## src/rtl/ind_pkg.sv

```systemverilog
package ind_pkg;
  localparam int REG_AW = 8;
  localparam int DW     = 32;

  typedef logic [REG_AW-1:0] reg_off_t;

  localparam reg_off_t OFF_WR_ADDR  = 8'h00;
  localparam reg_off_t OFF_RD_ADDR  = 8'h04;
  localparam reg_off_t OFF_WR_DATA  = 8'h08;
  localparam reg_off_t OFF_RD_DATA  = 8'h0C;
  localparam reg_off_t OFF_SHR_CTRL = 8'h10;
  localparam reg_off_t OFF_SHR_DATA = 8'h14;

  localparam int SHR_OFF_W   = 16;
  localparam int SHR_CNT_LSB = 24;
  localparam int SHR_CMD_LSB = 28;

  typedef enum logic [1:0] {
    SHR_NOP0 = 2'd0,
    SHR_NOP1 = 2'd1,
    SHR_RD   = 2'd2,
    SHR_WR   = 2'd3
  } shr_cmd_e;

  // byte lanes 0..cnt enabled
  function automatic logic [DW-1:0] byte_mask(input logic [1:0] cnt);
    logic [DW-1:0] m;
    for (int b = 0; b < DW / 8; b++) begin
      m[b*8 +: 8] = (b <= int'(cnt)) ? 8'hFF : 8'h00;
    end
    return m;
  endfunction
endpackage

```

## src/rtl/ind_ptr.sv

```systemverilog
module ind_ptr #(
  parameter int MEM_DEPTH = 64,
  parameter int PW        = 32,
  localparam int IW       = $clog2(MEM_DEPTH)
) (
  input  logic          clk,
  input  logic          rst_n,
  input  logic          load,
  input  logic [PW-1:0] load_val,
  input  logic          adv,
  output logic [PW-1:0] ptr,
  output logic [IW-1:0] nxt_idx
);
  logic [PW-1:0] nxt;

  always_comb begin
    nxt = ptr;
    if (load) begin
      nxt = load_val;
    end else if (adv) begin
      nxt[IW+1:2] = ptr[IW+1:2] + 1'b1;
    end
  end

  assign nxt_idx = nxt[IW+1:2];

  always_ff @(posedge clk) begin
    if (!rst_n) ptr <= '0;
    else        ptr <= nxt;
  end

  // index steps by one word and wraps at MEM_DEPTH
  a_r2_ptr_step: assert property (@(posedge clk) disable iff (!rst_n)
    (adv && !load) |=> (ptr[IW+1:2] == IW'($past(ptr[IW+1:2]) + 1'b1)));

  // bits outside the word index survive a step
  a_r2_keep_other_bits: assert property (@(posedge clk) disable iff (!rst_n)
    (adv && !load) |=> ((ptr[PW-1:IW+2] == $past(ptr[PW-1:IW+2])) &&
                        (ptr[1:0] == $past(ptr[1:0]))));
endmodule

```

## src/rtl/ind_sram.sv

```systemverilog
module ind_sram #(
  parameter int MEM_DEPTH = 64,
  parameter int DW        = 32,
  localparam int IW       = $clog2(MEM_DEPTH)
) (
  input  logic          clk,
  input  logic          we,
  input  logic [IW-1:0] waddr,
  input  logic [DW-1:0] wdata,
  input  logic [IW-1:0] raddr,
  output logic [DW-1:0] rdata
);
  logic [DW-1:0] mem [MEM_DEPTH];

  always_ff @(posedge clk) begin
    if (we) mem[waddr] <= wdata;
    rdata <= mem[raddr];
  end
endmodule

```

## src/rtl/ind_shr.sv

```systemverilog
module ind_shr
  import ind_pkg::*;
#(
  parameter int SHR_DEPTH = 16,
  localparam int SIW      = $clog2(SHR_DEPTH)
) (
  input  logic          clk,
  input  logic          rst_n,
  input  logic          ctl_we,
  input  logic          dat_we,
  input  logic [DW-1:0] wdata,
  output logic [DW-1:0] ctl_q,
  output logic [DW-1:0] dat_q
);
  shr_cmd_e               cmd;
  logic [1:0]             cnt;
  logic [SHR_OFF_W-1:0]   off;
  logic                   in_range;
  logic [SIW-1:0]         idx;
  logic [DW-1:0]          mask;
  logic                   do_wr;
  logic                   do_rd;
  logic [SHR_DEPTH*DW-1:0] ent_flat;

  assign cmd      = shr_cmd_e'(wdata[SHR_CMD_LSB +: 2]);
  assign cnt      = wdata[SHR_CNT_LSB +: 2];
  assign off      = wdata[SHR_OFF_W-1:0];
  assign in_range = (off[SHR_OFF_W-1:SIW+2] == '0);
  assign idx      = off[SIW+1:2];
  assign mask     = byte_mask(cnt);
  assign do_wr    = ctl_we && (cmd == SHR_WR) && in_range;
  assign do_rd    = ctl_we && (cmd == SHR_RD);

  for (genvar e = 0; e < SHR_DEPTH; e++) begin : g_ent
    logic [DW-1:0] q;
    always_ff @(posedge clk) begin
      if (!rst_n) begin
        q <= '0;
      end else if (do_wr && (idx == SIW'(e))) begin
        q <= (q & ~mask) | (dat_q & mask);
      end
    end
    assign ent_flat[e*DW +: DW] = q;
  end

  always_ff @(posedge clk) begin
    if (!rst_n) begin
      ctl_q <= '0;
      dat_q <= '0;
    end else begin
      if (ctl_we) ctl_q <= wdata;
      if (dat_we) begin
        dat_q <= wdata;
      end else if (do_rd) begin
        dat_q <= in_range ? (ent_flat[idx*DW +: DW] & mask) : '0;
      end
    end
  end

  // no-op commands leave file and data word alone
  a_r9_nop_ignored: assert property (@(posedge clk) disable iff (!rst_n)
    (ctl_we && (cmd != SHR_RD) && (cmd != SHR_WR)) |=>
      ($stable(ent_flat) && $stable(dat_q)));

  // single-byte read clears the upper bytes of the data word
  a_r7_read_masked: assert property (@(posedge clk) disable iff (!rst_n)
    (ctl_we && (cmd == SHR_RD) && (cnt == 2'd0)) |=> (dat_q[DW-1:8] == '0));
endmodule

```

## src/rtl/ind_mem_port.sv

```systemverilog
module ind_mem_port
  import ind_pkg::*;
#(
  parameter int MEM_DEPTH = 64,
  parameter int SHR_DEPTH = 16
) (
  input  logic              clk,
  input  logic              rst_n,
  input  logic              host_req_valid,
  output logic              host_req_ready,
  input  logic              host_req_write,
  input  logic [REG_AW-1:0] host_req_addr,
  input  logic [DW-1:0]     host_req_wdata,
  output logic              host_rsp_valid,
  input  logic              host_rsp_ready,
  output logic [DW-1:0]     host_rsp_rdata
);
  localparam int IW = $clog2(MEM_DEPTH);

  logic          acc, acc_wr, acc_rd;
  logic          is_rdd, rsp_block;
  logic          wr_ptr_ld, rd_ptr_ld, wr_dat_fire, rd_dat_fire;
  logic [DW-1:0] wr_ptr, rd_ptr;
  logic [IW-1:0] wr_nxt_idx, rd_nxt_idx;
  logic [DW-1:0] sram_q;
  logic          q_valid;
  logic [DW-1:0] shr_ctl, shr_dat;
  logic [DW-1:0] rd_mux;

  assign is_rdd    = (host_req_addr == OFF_RD_DATA);
  assign rsp_block = host_rsp_valid && !host_rsp_ready;
  assign host_req_ready = !rsp_block && !(!host_req_write && is_rdd && !q_valid);

  assign acc    = host_req_valid && host_req_ready;
  assign acc_wr = acc && host_req_write;
  assign acc_rd = acc && !host_req_write;

  assign wr_ptr_ld   = acc_wr && (host_req_addr == OFF_WR_ADDR);
  assign rd_ptr_ld   = acc_wr && (host_req_addr == OFF_RD_ADDR);
  assign wr_dat_fire = acc_wr && (host_req_addr == OFF_WR_DATA);
  assign rd_dat_fire = acc_rd && is_rdd;

  ind_ptr #(.MEM_DEPTH(MEM_DEPTH), .PW(DW)) u_wr_ptr (
    .clk(clk), .rst_n(rst_n), .load(wr_ptr_ld), .load_val(host_req_wdata),
    .adv(wr_dat_fire), .ptr(wr_ptr), .nxt_idx(wr_nxt_idx)
  );

  ind_ptr #(.MEM_DEPTH(MEM_DEPTH), .PW(DW)) u_rd_ptr (
    .clk(clk), .rst_n(rst_n), .load(rd_ptr_ld), .load_val(host_req_wdata),
    .adv(rd_dat_fire), .ptr(rd_ptr), .nxt_idx(rd_nxt_idx)
  );

  // read port fetches the next read index every cycle
  ind_sram #(.MEM_DEPTH(MEM_DEPTH), .DW(DW)) u_sram (
    .clk(clk), .we(wr_dat_fire), .waddr(wr_ptr[IW+1:2]), .wdata(host_req_wdata),
    .raddr(rd_nxt_idx), .rdata(sram_q)
  );

  // prefetched word is stale when the same edge writes its location
  always_ff @(posedge clk) begin
    if (!rst_n) q_valid <= 1'b0;
    else        q_valid <= !(wr_dat_fire && (wr_ptr[IW+1:2] == rd_nxt_idx));
  end

  ind_shr #(.SHR_DEPTH(SHR_DEPTH)) u_shr (
    .clk(clk), .rst_n(rst_n),
    .ctl_we(acc_wr && (host_req_addr == OFF_SHR_CTRL)),
    .dat_we(acc_wr && (host_req_addr == OFF_SHR_DATA)),
    .wdata(host_req_wdata), .ctl_q(shr_ctl), .dat_q(shr_dat)
  );

  always_comb begin
    case (host_req_addr)
      OFF_WR_ADDR:  rd_mux = wr_ptr;
      OFF_RD_ADDR:  rd_mux = rd_ptr;
      OFF_RD_DATA:  rd_mux = sram_q;
      OFF_SHR_CTRL: rd_mux = shr_ctl;
      OFF_SHR_DATA: rd_mux = shr_dat;
      default:      rd_mux = '0;
    endcase
  end

  always_ff @(posedge clk) begin
    if (!rst_n) begin
      host_rsp_valid <= 1'b0;
      host_rsp_rdata <= '0;
    end else if (acc_rd) begin
      host_rsp_valid <= 1'b1;
      host_rsp_rdata <= rd_mux;
    end else if (host_rsp_ready) begin
      host_rsp_valid <= 1'b0;
    end
  end

  // a stalled response keeps its data
  a_r10_rsp_hold: assert property (@(posedge clk) disable iff (!rst_n)
    (host_rsp_valid && !host_rsp_ready) |=>
      (host_rsp_valid && $stable(host_rsp_rdata)));
endmodule

```

## config.mk

```make
export PLATFORM = sky130hd
export DESIGN_NAME = ind_mem_port
export DESIGN_NICKNAME = d
export VERILOG_FILES = /design/src/rtl/ind_pkg.sv /design/src/rtl/ind_ptr.sv /design/src/rtl/ind_sram.sv /design/src/rtl/ind_shr.sv /design/src/rtl/ind_mem_port.sv
export SDC_FILE = /design/constraint.sdc
export NUM_CORES = 2
export LEC_CHECK = 0
export BUFFER_PORTS_ARGS = -buffer_cell sky130_fd_sc_hd__buf_2
export CELL_PAD_IN_SITES_DETAIL_PLACEMENT = 0
export CELL_PAD_IN_SITES_GLOBAL_PLACEMENT = 2
export CORE_ASPECT_RATIO = 0.9
export CORE_MARGIN = 1
export CORE_UTILIZATION = 39
export CTS_CLUSTER_DIAMETER = 100
export DETAILED_ROUTE_END_ITERATION = 8
export GPL_TIMING_DRIVEN = 0
export PLACE_DENSITY = 0.77
export SYNTH_ARGS = -nofsm -noshare
export SYNTH_HDL_FRONTEND = slang
export SYNTH_SLANG_ARGS = --single-unit
```

## constraint.sdc

```tcl
create_clock -name clk -period 5.7 [get_ports clk]
set_input_delay 0.57 -clock clk [delete_from_list [all_inputs] [get_ports clk]]
set_output_delay 0.57 -clock clk [all_outputs]
set_load 0.03 [all_outputs]
```

==> results by group <==
Detailed routing
  – Routed vias: 86490
  – Post-DRT Antenna Nets: 0
  – Initial DRC count: 16780
  – Routed WL per cell: 38.76 um
  – 1st-pass router iterations: 8
  – Post-route DRC violation count: 0
  – DRT Wirelength: 525200 um
  – Vias per inst: 6.383

Yosys
  – Synth warn: 0
  – Post-Syn Instances: 9001
  – FF+latch count, synth: 2754
  – Avg Cell Area, Syn: 12.36 sq um
  – Post-synth top area share: 55.30%
  – Post-synth EDFFs: 2048
  – Cell variety after synth: 87
  – Top cells by count, synth: 2631 x nand2_1, 2048 x edfxtp_1, 706 x dfxtp_1
  – Area leader, netlist: edfxtp_1
  – Primary FF master, synth: edfxtp_1
  – Largest cells by area after synthesis: edfxtp_1 55%, dfxtp_1 13%, nand2_1 8.9%
  – Syn_nets: 9048
  – Async set-reset flop share out of synthesis: 0%
  – Most frequent cell after synthesis: nand2_1
  – Synthesized cell area: 0.1112 sq mm
  – Seq/Total Area, Yosys: 68.00%

Pwr
  – Reg power frac: 52.1%
  – Switching Share: 22.12%
  – Internal power: 32.21 mW
  – PD cells: 319.4 mW/mm^2
  – Clock Power Share: 45.5%
  – Leak: 43.26 nW
  – Combinational power share: 2.4%
  – Maximum VDD drop: 321.0 uV
  – Psw: 9.148 mW

Placed design
  – Post-Place Cell Area: 0.1201 sq mm
  – Hpwl dp: 371700 um
  – Placer congestion estimate: 0.9869
  – Port buffer count: 75
  – Dpl cells: 12970

Critical path
  – Reg2reg setup slack: -0.15 ns
  – Arrival @ worst endpoint: 6.63 ns
  – Crit start category: register
  – Slowest stage cell, crit path: a221oi_1
  – Crit path cell chain: and2b_1 -> nor3_1 -> nand2_1 -> clkbuf_1 -> o211ai_1 -> nand2_1 -> nand2_1 -> clkbuf_2 -> a21oi_1 -> a221oi_1 -> a2bb2o_1
  – CP endpoint kind: register
  – CP required: 6.48 ns
  – CP delay by family, top: compound AO/OA/AOI/OAI gates
  – Slowest stage delay, CP: 1.24 ns
  – WS Path Type: register to register
  – Worst path buffer plus inverter count: 2
  – Most common cell on crit path: nand2_1
  – Critical path peak fanout: 10

Layout
  – Cell Count, Final, Fillers Out: 13550
  – Area growth from synthesis to layout: 16.45%
  – Nets: 9579
  – Design Area, Final: 0.1295 sq mm
  – Layout cells sized above 1: 12.13%

Outcome
  – Status: finished with violations
  – Failing checks: capacitance limit, slew limit, setup timing

Clock tree
  – CTS tree: yes
  – Post-CTS Setup Inserts: 0
  – Clock Latency Late Sink: 0.95 ns
  – Clock Sinks: 2754
  – Num CTS Buffers: 300
  – H-tree Lvls: 5
  – Root Buffer Master: clkbuf_16
  – Clock Tree Buf Depth: 4
  – Clock Pin Slew Worst Setup and Hold Paths: 0.06 ns

GRT
  – Vias in the first global route: 77420
  – GRT overflow: 0
  – GR Util All Layers: 35.75%
  – Largest net degree at the start of global routing: 72
  – Initial antenna violation count: 79
  – First-pass GRT wire length: 688600 um

Floorplanning
  – Chip width: 564.9 um
  – I/O pins: 79
  – Core area: 0.2829 sq mm
  – Initial core utilization: 39.32%
  – Die Height: 508.6 um
  – Row count: 185
  – Die Area: 0.2873 sq mm

STA
  – Period minus WS final: 5.854 ns
  – Crit share post-route: 102.7%
  – Max Freq: 170.8 MHz
  – Max transition margin: -15.82%
  – # setup viols final: 6
  – Worst Tran Pin Value: 1.737 ns
  – Clock Skew: 0.09205 ns
  – Worst hold slack: 0.01774 ns
  – Unrepaired setup endpoints after global routing: false
  – Setup ws final: -0.1543 ns
  – Final Max Tran Viols: 184
  – Final Hold Fails: 0

Hold path
  – Min-Delay Path Class: input port to register

Job
  – Max-cap viol count: 14
-- final timing paths --
kind                            from                  to  depth (start not counted)
hold / removal    host_req_wdata[12]  u_sram.mem[28][12]                          1
hold reg to reg             register            register                          2
setup / recovery      host_rsp_valid     u_sram.rdata[9]                         11
setup reg to reg      host_rsp_valid     u_sram.rdata[9]                         11
-- area by class of cell --
cell class	count	area, sq um
plain buffers	637	2841
flip-flops and latches	2754	75630
inverters	15	56.30
fillers	25480	153300
well taps	3740	4679
clock inverters	113	853.3
diodes	58	145.1
clock buffers	409	8278
repair buffers	229	3642
multi-input cells	5595	33390
-- cells in the final DEF, fill, tap and decap left out, types with 21 or more instances in the layout --
| master | netlist | final |
|---|---|---|
| mux4_2 | 160 | 160 |
| clkinv_2 | 0 | 35 |
| nand2_1 | 2631 | 2631 |
| nand3_1 | 445 | 445 |
| clkbuf_16 | 0 | 306 |
| nand4_1 | 96 | 96 |
| a21oi_1 | 348 | 348 |
| and3_1 | 30 | 30 |
| a31oi_1 | 70 | 69 |
| buf_16 | 0 | 45 |
| o211ai_1 | 21 | 21 |
| diode_2 | 0 | 58 |
| o211a_1 | 31 | 31 |
| a21boi_0 | 598 | 598 |
| a22oi_1 | 135 | 135 |
| a211oi_1 | 22 | 21 |
| edfxtp_1 | 2048 | 2048 |
| nor3_1 | 26 | 26 |
| a222oi_1 | 32 | 32 |
| dfxtp_1 | 706 | 706 |
| o21ai_0 | 90 | 90 |
| a32oi_1 | 75 | 75 |
| clkbuf_1 | 341 | 401 |
| nor2_4 | 3 | 67 |
| a221oi_1 | 24 | 24 |
| buf_1 | 61 | 52 |
| nor4_1 | 39 | 23 |
| clkbuf_8 | 0 | 23 |
| buf_12 | 0 | 85 |
| buf_4 | 33 | 71 |
| clkbuf_2 | 0 | 23 |
| mux2i_1 | 287 | 287 |
| nor2_1 | 134 | 69 |
| clkinv_1 | 0 | 48 |
| buf_2 | 197 | 250 |
-- per-layer routing --
layer	track usage (%)	up-vias	routed length, um
li1	-	34080	-
met1	49.04	43640	203800
met2	47.93	7223	205100
met3	13.66	1501	79550
met4	20.04	46	36100
met5	0.7000	-	645
-- what timing repair did --
action,4_1_cts,5_1_grt
endpoints found under the setup margin,18,12
endpoints found under the hold margin,2,0
hold buffers,1,0
resized for setup,8,12
-- metrics by stage --
step | setup TNS (ns) | setup slack, ns | utilization (%) | total power [mW]
global placement | -4901.78 | -2.820 | 41.11 | 22.88
detailed placement | -99.94 | -1.357 | 42.46 | 22.92
floorplan | 0 | 1.819 | - | 22.27
CTS | 0 | 0.07580 | 45.71 | 41.27
global route | 0 | 0.003392 | 45.74 | 42.04
finish | -0.4017 | -0.1543 | 45.79 | 41.36
-- power by group through the flow --
stage	clock, mW	combinational (mW)	sequential (mW)
floorplan	0	0.283	22.0
global placement	0	0.891	22.0
detailed placement	0	0.941	22.0
CTS	18.8	0.942	21.6
global route	19.5	0.990	21.5
finish	18.8	0.982	21.5
-- cells by family after synthesis --
family	count (synthesis)	synth area share [%]
AO/OA/AOI/OAI	1616	10.31
XOR/XNOR	9	0.07088
adder cells (fa/ha/maj)	2	0.02250
buffers and inverters	652	2.567
flip-flops	2754	68.00
multiplexers	451	5.863
AND/OR/NAND/NOR	3517	13.16
Power figures use the tool's default switching activity.
